[config.mk]
export PLATFORM = sky130hd
export DESIGN_NAME = trig_merge_final
export DESIGN_NICKNAME = d
export VERILOG_FILES = /design/src/rtl/trig_merge_pkg.sv /design/src/rtl/tmf_ecap_jet_coder.sv /design/src/rtl/tmf_class_merge.sv /design/src/rtl/trig_merge_final.sv
export SDC_FILE = /design/constraint.sdc
export NUM_CORES = 1
export LEC_CHECK = 0
export BUFFER_PORTS_ARGS = -buffer_cell sky130_fd_sc_hd__buf_4
export CAP_MARGIN = 0
export CORE_MARGIN = 4
export CORE_UTILIZATION = 44
export CTS_BUF_LIST = sky130_fd_sc_hd__clkbuf_2
export DETAILED_ROUTE_END_ITERATION = 10
export GPL_TIMING_DRIVEN = 0
export PLACE_DENSITY = 0.81
export SYNTH_ARGS = -nofsm -noshare
export SYNTH_HDL_FRONTEND = slang
export SYNTH_SLANG_ARGS = --single-unit
[constraint.sdc]
create_clock -name clk -period 0.8 [get_ports clk]
set_input_delay 0.16 -clock clk [delete_from_list [all_inputs] [get_ports clk]]
set_output_delay 0.16 -clock clk [all_outputs]
set_load 0.005 [all_outputs]
[src/rtl/trig_merge_pkg.sv]
package trig_merge_pkg;
    localparam int CLS_W    = 2;
    localparam int MULT_W   = 2;
    localparam int N_EPATCH = 3;
    localparam logic [CLS_W-1:0] CLS_TOP  = 2'd3;
    localparam logic [CLS_W-1:0] CLS_CLIP = 2'd2;

    typedef struct packed {
        logic [CLS_W-1:0] ee_code;
        logic             etot_hit;
        logic [CLS_W-1:0] ht_cls;
        logic [CLS_W-1:0] jet_cls;
    } trig_out_t;

    typedef struct packed {
        logic      valid;
        trig_out_t word;
    } trig_state_t;
endpackage

[src/rtl/tmf_ecap_jet_coder.sv]
module tmf_ecap_jet_coder
    import trig_merge_pkg::*;
#(
    parameter int N_PATCH = N_EPATCH
) (
    input  logic [N_PATCH*CLS_W-1:0] patch_cls,
    output logic [CLS_W-1:0]         code
);
    logic [N_PATCH-1:0] ge1, ge2, ge3;
    logic [N_PATCH-2:0] pair_hi;

    genvar gi;
    generate
        for (gi = 0; gi < N_PATCH; gi++) begin : g_lvl
            assign ge1[gi] = patch_cls[gi*CLS_W +: CLS_W] >= 2'd1;
            assign ge2[gi] = patch_cls[gi*CLS_W +: CLS_W] >= 2'd2;
            assign ge3[gi] = patch_cls[gi*CLS_W +: CLS_W] == 2'd3;
        end
        for (gi = 0; gi < N_PATCH-1; gi++) begin : g_pair
            assign pair_hi[gi] = ge2[gi] & ge2[gi+1];
        end
    endgenerate

    always_comb begin
        if ((|ge3) || (|pair_hi)) code = 2'd3;
        else if (|ge2)            code = 2'd2;
        else if (|ge1)            code = 2'd1;
        else                      code = 2'd0;
    end
endmodule

[src/rtl/tmf_class_merge.sv]
module tmf_class_merge
    import trig_merge_pkg::*;
(
    input  logic [CLS_W-1:0] cls_a,
    input  logic [CLS_W-1:0] cls_b,
    input  logic             force_top,
    output logic [CLS_W-1:0] field
);
    logic [CLS_W-1:0] mx;

    always_comb begin
        mx = (cls_a > cls_b) ? cls_a : cls_b;
        if (force_top)            field = CLS_TOP;
        else if (mx > CLS_CLIP)   field = CLS_CLIP;
        else                      field = mx;
    end
endmodule

[src/rtl/trig_merge_final.sv]
module trig_merge_final
    import trig_merge_pkg::*;
#(
    parameter int ETOT_W = 8
) (
    input  logic                                   clk,
    input  logic                                   rst_n,
    input  logic                                   in_valid,
    input  logic [ETOT_W+2*CLS_W+MULT_W:0]         bar_word,
    input  logic [N_EPATCH*CLS_W+CLS_W+MULT_W:0]   end_word,
    input  logic [ETOT_W-1:0]                      etot_thr,
    output logic [2*CLS_W*2-CLS_W:0]               trig_word,
    output logic                                   trig_valid
);
    localparam int B_JET  = 0;
    localparam int B_HT   = B_JET + CLS_W;
    localparam int B_MULT = B_HT + CLS_W;
    localparam int B_ETOT = B_MULT + MULT_W;
    localparam int B_ADJ  = B_ETOT + ETOT_W;
    localparam int E_HT   = N_EPATCH*CLS_W;
    localparam int E_MULT = E_HT + CLS_W;
    localparam int E_ADJ  = E_MULT + MULT_W;

    logic [CLS_W-1:0]  ee_code, jet_f, ht_f;
    logic [MULT_W-1:0] mult_or;
    logic              jet_force, ht_force;
    trig_state_t       st_d, st_q;

    assign mult_or   = bar_word[B_MULT +: MULT_W] | end_word[E_MULT +: MULT_W];
    assign ht_force  = mult_or[MULT_W-1];
    assign jet_force = bar_word[B_ADJ] & end_word[E_ADJ];

    tmf_ecap_jet_coder #(.N_PATCH(N_EPATCH)) u_coder (
        .patch_cls (end_word[N_EPATCH*CLS_W-1:0]),
        .code      (ee_code)
    );

    tmf_class_merge u_jet (
        .cls_a     (bar_word[B_JET +: CLS_W]),
        .cls_b     (ee_code),
        .force_top (jet_force),
        .field     (jet_f)
    );

    tmf_class_merge u_ht (
        .cls_a     (bar_word[B_HT +: CLS_W]),
        .cls_b     (end_word[E_HT +: CLS_W]),
        .force_top (ht_force),
        .field     (ht_f)
    );

    always_comb begin
        st_d       = st_q;
        st_d.valid = in_valid;
        if (in_valid) begin
            st_d.word.jet_cls  = jet_f;
            st_d.word.ht_cls   = ht_f;
            st_d.word.etot_hit = bar_word[B_ETOT +: ETOT_W] > etot_thr;
            st_d.word.ee_code  = ee_code;
        end
    end

    always_ff @(posedge clk or negedge rst_n) begin
        if (!rst_n) st_q <= '0;
        else        st_q <= st_d;
    end

    assign trig_word  = st_q.word;
    assign trig_valid = st_q.valid;
endmodule

==> results of run 1 <==
## layout by cell type, fill, tap and decap left out, drive strengths merged, types with 2 or more instances in the layout
cell type  instances
a21oi              6
a31oi              4
buf               50
clkbuf             4
dfrtp              8
ha                14
inv               15
mux2               2
nand2              4
nor2               8
nor2b              3
nor3               3
nor4b              2
o21ai              4
## area by class of cell
class,instances,area [um^2]
Timing Repair Buffer,50,469
Sequential cell,8,200
Tap cell,16,20.0
Clock buffer,3,15.0
Buffer,2,12.5
Inverter,15,86.3
Multi-Input combinational cell,63,649
Fill cell,44,88.8
## metal layers
layer / up-vias / track usage, % / wire length (um)
met5: - / 0 / 0
met4: 0 / 9.42 / 114
met3: 15 / 8.87 / 255
met2: 57 / 39.1 / 1650
met1: 423 / 22.5 / 1040
li1: 418 / - / -
## final timing paths
path	endpoint	slack, ns	depth (start not counted)
worst max-delay path	trig_word[0]$_DFFE_PN0P_	-0.67	9
min in group asynchronous	trig_word[1]$_DFFE_PN0P_	0.24	2
worst min-delay path	trig_valid$_DFF_PN0_	0.01	1
worst min register to register	trig_word[5]$_DFFE_PN0P_	0.57	1
worst max register to register	trig_word[4]$_DFFE_PN0P_	-0.17	3
max in group asynchronous	trig_word[6]$_DFFE_PN0P_	0.43	2
## flip-flops by register name (all words and copies together), names as in the netlist
register	count
trig_word	7
trig_valid	1
## cells in the mapped netlist
library cell | count | area [um^2]
and4_1 | 1 | 8.76
mux2_4 | 1 | 15.0
a31oi_1 | 4 | 25.0
and3_1 | 1 | 6.26
o211a_1 | 1 | 10.0
nor2b_1 | 3 | 18.8
nand2_1 | 4 | 15.0
nor4_1 | 1 | 6.26
a211oi_1 | 1 | 7.51
nor3_1 | 3 | 15.0
o22ai_1 | 1 | 6.26
o211ai_1 | 1 | 7.51
o21a_1 | 1 | 7.51
mux2_2 | 1 | 11.3
o31ai_1 | 1 | 7.51
nand3b_1 | 1 | 7.51
ha_1 | 14 | 175
o21ai_0 | 4 | 20.0
a21oi_1 | 6 | 30.0
nor3b_1 | 1 | 7.51
nand3_1 | 1 | 5.00
nand4_1 | 1 | 6.26
nor4b_1 | 2 | 17.5
buf_2 | 1 | 5.00
clkbuf_1 | 1 | 3.75
dfrtp_1 | 8 | 200
inv_1 | 15 | 56.3
nor2_1 | 8 | 30.0
## where the power goes
group          internal (W)  switching, W  leakage [nW]  total, W
sequential         0.000437     0.0000278        0.0832  0.000465
clock              0.000102      0.000165        0.0125  0.000267
combinational      0.000415      0.000301         0.586  0.000717
## cells by family after synthesis
logic type                 after synthesis  share of synthesized area (%)
adders and majority gates               14                           23.9
and+or+nand+nor                         27                           19.7
AOI/OAI and AO/OA                       20                           16.6
muxes                                    2                           3.59
buffers and inverters                   17                           8.89
DFF                                      8                           27.4
## repair_timing
item / in CTS / in global routing
gates resized for setup: 32 / 13
endpoints found under the hold margin: 8 / 0
pin swaps: 14 / 12
setup endpoints to repair: 12 / 14
buffers inserted: 3 / 4
hold buffers: 1 / 0
## metrics by stage
step	power, W	hold slack [ns]	cells	cell area, um^2	TNS, ns
after floorplan	0.000703	-0.136	88	853	-1.31
after global placement	0.000957	-0.0209	146	1190	-2.70
after detailed placement	0.000972	-0.0195	146	1190	-2.84
after CTS	0.00132	0.0264	153	1370	-1.86
after global routing	0.00154	-0.00377	157	1450	-2.96
final	0.00145	0.00981	157	1450	-2.54
==> impl_metrics.ini, run 1 <==
[final_layout]
diodes = 0
area_growth_pct = 98.5
drive_above_1_share_pct = 59.6
fin_nets = 194
utilization_pct = 94.2

[clock_tree]
insertion_delay_ns = 0.26
cts_tree = yes
clockBufferDepth = 2
cts_made_buffers = 3
clk_pin_slew_worst_paths_ns = 0.09
root_buffer = clkbuf_2
htree_levels = 1
cts_sinks = 8

[routing]
drc = 0
drt_iter0_markers = 20
vias = 913
wl_per_cell_um = 19.5
dr.pass1.iters = 4
viasPerCell = 5.82
ant_nets = 0
drt-total-wl_um = 3060

[die]
die_area_um2 = 2380
die_x_um = 48.8
initial_core_util_pct = 47.5
rows = 14
num_io_pins = 45
core_area_um2 = 1540
die_h_um = 48.8

[critical_path]
cp_data_arrival_time_ns = 1.67
cp_num_buf_inv = 2
crit_fanout = 3
start_kind = input pin
required_ns = 1.00
reg2reg_from = trig_word[4]$_DFFE_PN0P_
critPathCaptureType = flip-flop
crit_chain = buf_8 -> nor4_4 -> a31oi_2 -> o21a_1 -> ha_1 -> inv_1 -> o22ai_2 -> o211ai_1 -> a21oi_2
cpPeakStageDelay_ns = 0.31
startpoint = end_word[0]
crit_family = compound AO/OA/AOI/OAI gates
critPathSlowestCell = nor4_4
worstSetupPathType = input pin to flip-flop

[power]
p_leak_nw = 0.681
ir_drop_uv = 734
power.density_nw_per_um2 = 998

[synthesis]
synth-seq-cells = 8
synth.yosys.warnings = 0
mappedNetlistArea_um2 = 732
avgSynthCellArea_um2 = 8.32
ys_types = 28
ys_seq_area_share_pct = 27.4
synth_cells = 88
synth.net_count = 139

[timing]
layout_min_cycle_time_ns = 1.47
finalSetupViolations = 13
skew_ns = 0
finalWorstSetupSlack_ns = -0.671
finalCritPeriodShare_pct = 184
grt_setup_unrepaired = true
tightestPinTransition_ns = 0.278
report.final.slew_viol_count = 0
fmax_ghz = 0.680
hold_viol_final = 0
slew-limit-headroom_pct = 81.4

[global_routing]
antenna_found_initial = 0
grt_pass1_wl_um = 4180
grt_pass1_vias = 994
grt_max_degree = 11
grt_usage_pct = 22.1
grt.overflow.total = 0

[flow_run]
cap_violations = 0

[status]
violations = negative setup slack
status = finished with violations

[placed_design]
globalplace.congestion = 0.782
port_buffers = 42
place_hpwl_um = 1540
pre_cts_ws_ns = -0.904

[worst_hold_path]
min_path_type = input pin to flip-flop
min_from = in_valid
Note: power is estimated with default switching activity, not from simulation.
==> run 2: changes to the inputs <==
--- a/config.mk
+++ b/config.mk
@@ -13,6 +13,7 @@
 export DETAILED_ROUTE_END_ITERATION = 10
 export GPL_TIMING_DRIVEN = 0
 export PLACE_DENSITY = 0.81
+export SKIP_LAST_GASP = 1
 export SYNTH_ARGS = -nofsm -noshare
 export SYNTH_HDL_FRONTEND = slang
 export SYNTH_SLANG_ARGS = --single-unit
==> run 2 against run 1 <==
  * The run still ends with negative setup slack left
  * Critical path depth unchanged
  * Clock power about the same
  * Worst hold slack better by 0.0081 ns
  * Combinational power down 1%
  * Critical endpoint unchanged
==> impl_metrics.ini, run 2 (synthesized netlist as in run 1, its figures left out) <==
[status]
status = finished with violations
violations = negative setup slack

[timing]
layout_min_cycle_time_ns = 1.53
finalSetupViolations = 14
report.final.slew_viol_count = 0
fmax_ghz = 0.652
tightestPinTransition_ns = 0.326
holdWs_ns = 0.0179
hold_viol_final = 0
slew-limit-headroom_pct = 78.2
skew_ns = 0
finalWorstSetupSlack_ns = -0.733
tns_ns = -2.44
finalCritPeriodShare_pct = 192
grt_setup_unrepaired = true

[routing]
wl_met2_um = 1690
ant_nets = 0
vias = 947
drt-total-wl_um = 3150
drt-met1-wl_um = 1130
drt_iter0_markers = 30
routed.top_layer = met4
drc = 0
viasPerCell = 6.07
wl_per_cell_um = 20.2
dr.pass1.iters = 4
wl_met3_um = 228

[final_layout]
largest_reg_flops = 7
final_cell_mix = buf_4 (29), buf_6 (16), inv_1 (10)
fin_nets = 193
drive_above_1_share_pct = 60.0
fin_cells = 156
utilization_pct = 93.5
final_common_cell = buf_4
diodes = 0
area_growth_pct = 96.9
fill_cells = 51

[die]
die_area_um2 = 2380
core_area_um2 = 1540
num_io_pins = 45
die_h_um = 48.8
initial_core_util_pct = 47.5
rows = 14
die_x_um = 48.8

[critical_path]
cp_data_arrival_time_ns = 1.72
rrSetupSlack_ns = -0.17
required_ns = 0.99
critPathCaptureType = flip-flop
start_kind = input pin
worstSetupPathType = input pin to flip-flop
crit_fanout = 3

[global_routing]
grt_pass1_wl_um = 4110
grt_usage_pct = 21.9
grt.overflow.total = 0
grt_pass1_vias = 915
antenna_found_initial = 0
grt_max_degree = 11

[clock_tree]
insertion_delay_ns = 0.25
cts_sinks = 8
cts_tree = yes
root_buffer = clkbuf_2
clk_pin_slew_worst_paths_ns = 0.09
clockBufferDepth = 2
cts_made_buffers = 3
htree_levels = 1

[power]
p_leak_nw = 0.687
power.density_nw_per_um2 = 1000
ir_drop_uv = 719

[placed_design]
globalplace.congestion = 0.782
placed_cells = 146
place_hpwl_um = 1540
pre_cts_ws_ns = -0.904
port_buffers = 42

[worst_hold_path]
min_path_type = input pin to flip-flop

[flow_run]
cap_violations = 0
==> run 2: power breakdown <==
group          switching [W]  total [W]  internal, W
combinational       0.000304   0.000709     0.000406
sequential         0.0000293   0.000466     0.000437
clock               0.000165   0.000267     0.000102
==> run 2: stage by stage <==
stage,total power (W),instance area (um^2)
2_1_floorplan,0.000703,853
3_3_place_gp,0.000957,1190
3_5_place_dp,0.000972,1190
4_1_cts,0.00131,1350
5_1_grt,0.00151,1440
6_report,0.00144,1440
==> run 2: final cells by class <==
type	count	area, um^2	area share (%)
tap	16	20.0	1.39
sequential	8	200	13.9
timing repair buffer	49	460	31.9
inverter	15	78.8	5.47
clock buffer	3	15.0	1.04
multi-input combinational	63	654	45.4
buffer	2	12.5	0.868
==> run 2: worst max-delay path, stage by stage <==
cell      delay (ns)
buf_8           0.11
nor4_4          0.28
a31oi_2         0.07
o21a_1          0.23
ha_1            0.29
inv_1           0.06
o22ai_2         0.21
o211ai_1        0.14
a21oi_2         0.16
==> run 2: per-layer routing <==
layer / track usage (%) / vias up
met3: 7.65 / 18
met4: 8.07 / 0
met2: 38.5 / 61
met5: 0 / -
li1: - / 416
met1: 24.0 / 452
==> run 2: final timing paths <==
| check | start | to | depth (start not counted) |
|---|---|---|---|
| setup / recovery | end_word[0] | trig_word[0]$_DFFE_PN0P_ | 9 |
| hold / removal | in_valid | trig_valid$_DFF_PN0_ | 1 |
| hold reg to reg | trig_word[2]$_DFFE_PN0P_ | trig_word[2]$_DFFE_PN0P_ | 2 |
| max in group asynchronous | rst_n | trig_word[6]$_DFFE_PN0P_ | 2 |
| min in group asynchronous | rst_n | trig_word[1]$_DFFE_PN0P_ | 2 |
| setup reg to reg | trig_word[4]$_DFFE_PN0P_ | trig_word[4]$_DFFE_PN0P_ | 3 |
==> run 2: timing repair <==
item                                   CTS  global route
setup endpoints to repair               12            15
endpoints found under the hold margin    8             0
setup buffers                            3             3
pin swaps                               14            14
gates cloned                             0             0
gates resized for setup                 28            17
hold buffers                             1             0
==> run 3: changes to the inputs <==
--- a/config.mk
+++ b/config.mk
@@ -5,6 +5,7 @@
 export SDC_FILE = /design/constraint.sdc
 export NUM_CORES = 1
 export LEC_CHECK = 0
+export ABC_AREA = 1
 export BUFFER_PORTS_ARGS = -buffer_cell sky130_fd_sc_hd__buf_4
 export CAP_MARGIN = 0
 export CORE_MARGIN = 4
==> run 3 against run 2 <==
  * Highest routed layer unchanged
  * Clock power is 12% lower
  * Die area is 0.57% higher
  * Critical path depth is 2 higher
  * Critical path type unchanged
  * Clock skew stayed put
  * First-iteration DRC count is 53% lower
  * Cell count is 10% higher
  * Wire length is 12% lower
  * Worst hold slack better by 0.076 ns
  * The flow still finishes with violations (negative setup slack)
  * Sequential power is 1% lower
  * Sequential share of layout area hardly changed
==> impl_metrics.ini, run 3 <==
[routing]
ant_nets = 0
wl_per_cell_um = 16.1
drt_iter0_markers = 14
viasPerCell = 5.15
drc = 0
dr.pass1.iters = 4
vias = 886
drt-total-wl_um = 2770

[timing]
hold_viol_final = 0
grt_setup_unrepaired = true
skew_ns = 0
finalWorstSetupSlack_ns = -0.378
report.final.slew_viol_count = 0
fmax_ghz = 0.849
finalSetupViolations = 12
layout_min_cycle_time_ns = 1.18
tightestPinTransition_ns = 0.292
finalCritPeriodShare_pct = 147
tns_ns = -1.50
slew-limit-headroom_pct = 80.5

[critical_path]
cp_data_arrival_time_ns = 1.30
critPathCaptureType = flip-flop
crit_path_frequent_cell = nand2_2
required_ns = 0.92
crit_chain = buf_6 -> nor3_4 -> nand2_2 -> nand2_2 -> ha_4 -> nand2_4 -> nand3_2 -> nand2_1 -> inv_2 -> nand2_2 -> a21oi_2
cpPeakStageDelay_ns = 0.30
crit_fanout = 4
worstSetupPathType = input pin to flip-flop
start_kind = input pin
critPathSlowestCell = nor3_4

[synthesis]
synth_edf_count = 0
ys.flop_type = dfrtp_1
synth-async-reset-ratio_pct = 100
synth_common_cells = nand2_1 (24), inv_1 (21), ha_1 (14)
synth.net_count = 152
ys_seq_area_share_pct = 27.2
mappedNetlistArea_um2 = 737
avgSynthCellArea_um2 = 7.30
yosysMostFrequentCell = nand2_1
ys_types = 16
synth.yosys.warnings = 0
yosysTopAreaCellShare_pct = 27.2
yosysTopAreaCell = dfrtp_1
synth_cells = 101
synth_area_leaders = dfrtp_1 (27%), ha_1 (24%), nand2_1 (12%), inv_1 (11%), a21oi_1 (6.1%)
synth-seq-cells = 8

[die]
die_h_um = 48.9
num_io_pins = 45
core_area_um2 = 1540
initial_core_util_pct = 47.8
rows = 14
die_x_um = 48.9
die_area_um2 = 2390

[placed_design]
dpl_cell_area_um2 = 1190
globalplace.congestion = 0.699
place_hpwl_um = 1550
port_buffers = 42
placed_cells = 159

[global_routing]
use_met1_pct = 19.3
grt_pass1_wl_um = 3710
busiest_layer = met2
grt_util_met2_pct = 37.4
grt_pass1_vias = 888
grt_usage_pct = 19.1
antenna_found_initial = 0
use_met3_pct = 5.81
grt.overflow.total = 0
grt_max_degree = 9

[clock_tree]
clk_pin_slew_worst_paths_ns = 0.07
root_buffer = clkbuf_2
cts_tree = yes
cts_made_buffers = 3
insertion_delay_ns = 0.23
clockBufferDepth = 2
htree_levels = 1
cts_sinks = 8

[final_layout]
diodes = 0
utilization_pct = 93.3
fin_cells = 172
drive_above_1_share_pct = 63.5
fin_area_um2 = 1440
area_growth_pct = 95.1
largest_reg_flops = 7
final_cell_mix = buf_4 (38), nand2_1 (14), buf_6 (12)
final_common_cell = buf_4
fin_nets = 209

[power]
p_leak_nw = 0.715
ir_drop_uv = 956
power.density_nw_per_um2 = 996

[status]
status = finished with violations
violations = negative setup slack

[worst_hold_path]
min_path_type = input pin to flip-flop

[flow_run]
cap_violations = 0
## run 3: changes by cell type after synthesis, sizes merged, moves of 2 or more
cell / delta
a31oi: -3
mux2: -2
nand3: +4
nor2b: -3
nand2: +22
inv: +6
a21oi: +4
nor4b: -2
## run 3: worst max-delay path: cells and delay by family
| kind | cells | cell delay [ns] |
|---|---|---|
| buffers and inverters | 2 | 0.14 |
| AO/OA/AOI/OAI | 1 | 0.05 |
| AND/OR/NAND/NOR | 7 | 0.75 |
| adder cells (fa/ha/maj) | 1 | 0.20 |
## run 3: stage by stage
stage / hold slack, ns / total power, W / setup slack (ns)
detailed placement: -0.0183 / 0.000978 / -0.657
global route: 0.0799 / 0.00152 / -0.472
CTS: 0.0872 / 0.00130 / -0.346
global placement: -0.0224 / 0.000959 / -0.629
finish: 0.0938 / 0.00143 / -0.378
floorplan: -0.136 / 0.000713 / -0.388
## run 3: per-layer routing
metal	wire length [um]	share of wire, %
met1	994	36
met2	1540	56
met3	155	5.6
met4	78	2.8
met5	0	0
## run 3: area by class of cell
type                            count  area, um^2
Clock buffer                        3        15.0
Sequential cell                     8         200
Inverter                           21         116
Timing Repair Buffer               52         445
Multi-Input combinational cell     72         641
Fill cell                          51         104
Tap cell                           16        20.0
## run 3: timing repair
item	in CTS	in global routing
gates resized for setup	19	21
endpoints found under the hold margin	8	0
hold buffers	1	0
setup endpoints to repair	11	13
setup buffers	7	2
pin swaps	18	17
## run 3: path summary, 6_finish.rpt
check                                          from                  endpoint  slack (ns)  cells after the start
min in group asynchronous                     rst_n      trig_valid$_DFF_PN0_        0.30                      2
setup reg to reg           trig_word[4]$_DFFE_PN0P_  trig_word[4]$_DFFE_PN0P_       -0.06                      4
hold reg to reg            trig_word[1]$_DFFE_PN0P_  trig_word[1]$_DFFE_PN0P_        0.58                      2
setup / recovery                        end_word[1]  trig_word[0]$_DFFE_PN0P_       -0.38                     11
max in group asynchronous                     rst_n  trig_word[6]$_DFFE_PN0P_        0.38                      2
hold / removal                             in_valid      trig_valid$_DFF_PN0_        0.09                      1
## run 3: cells by family (layout without fill, tap and decap cells)
group	after synthesis	in the layout	share of synthesized area, %
buffers and inverters	21	76	10.7
AND/OR/NAND/NOR	42	42	26.1
AO/OA/AOI/OAI	16	16	12.2
flip-flops	8	8	27.2
adder cells (fa/ha/maj)	14	14	23.8
## run 3: power breakdown
group          switching [W]  total, W  internal (W)
Sequential         0.0000249  0.000461      0.000436
Combinational       0.000330  0.000736      0.000406
Clock               0.000132  0.000234      0.000102
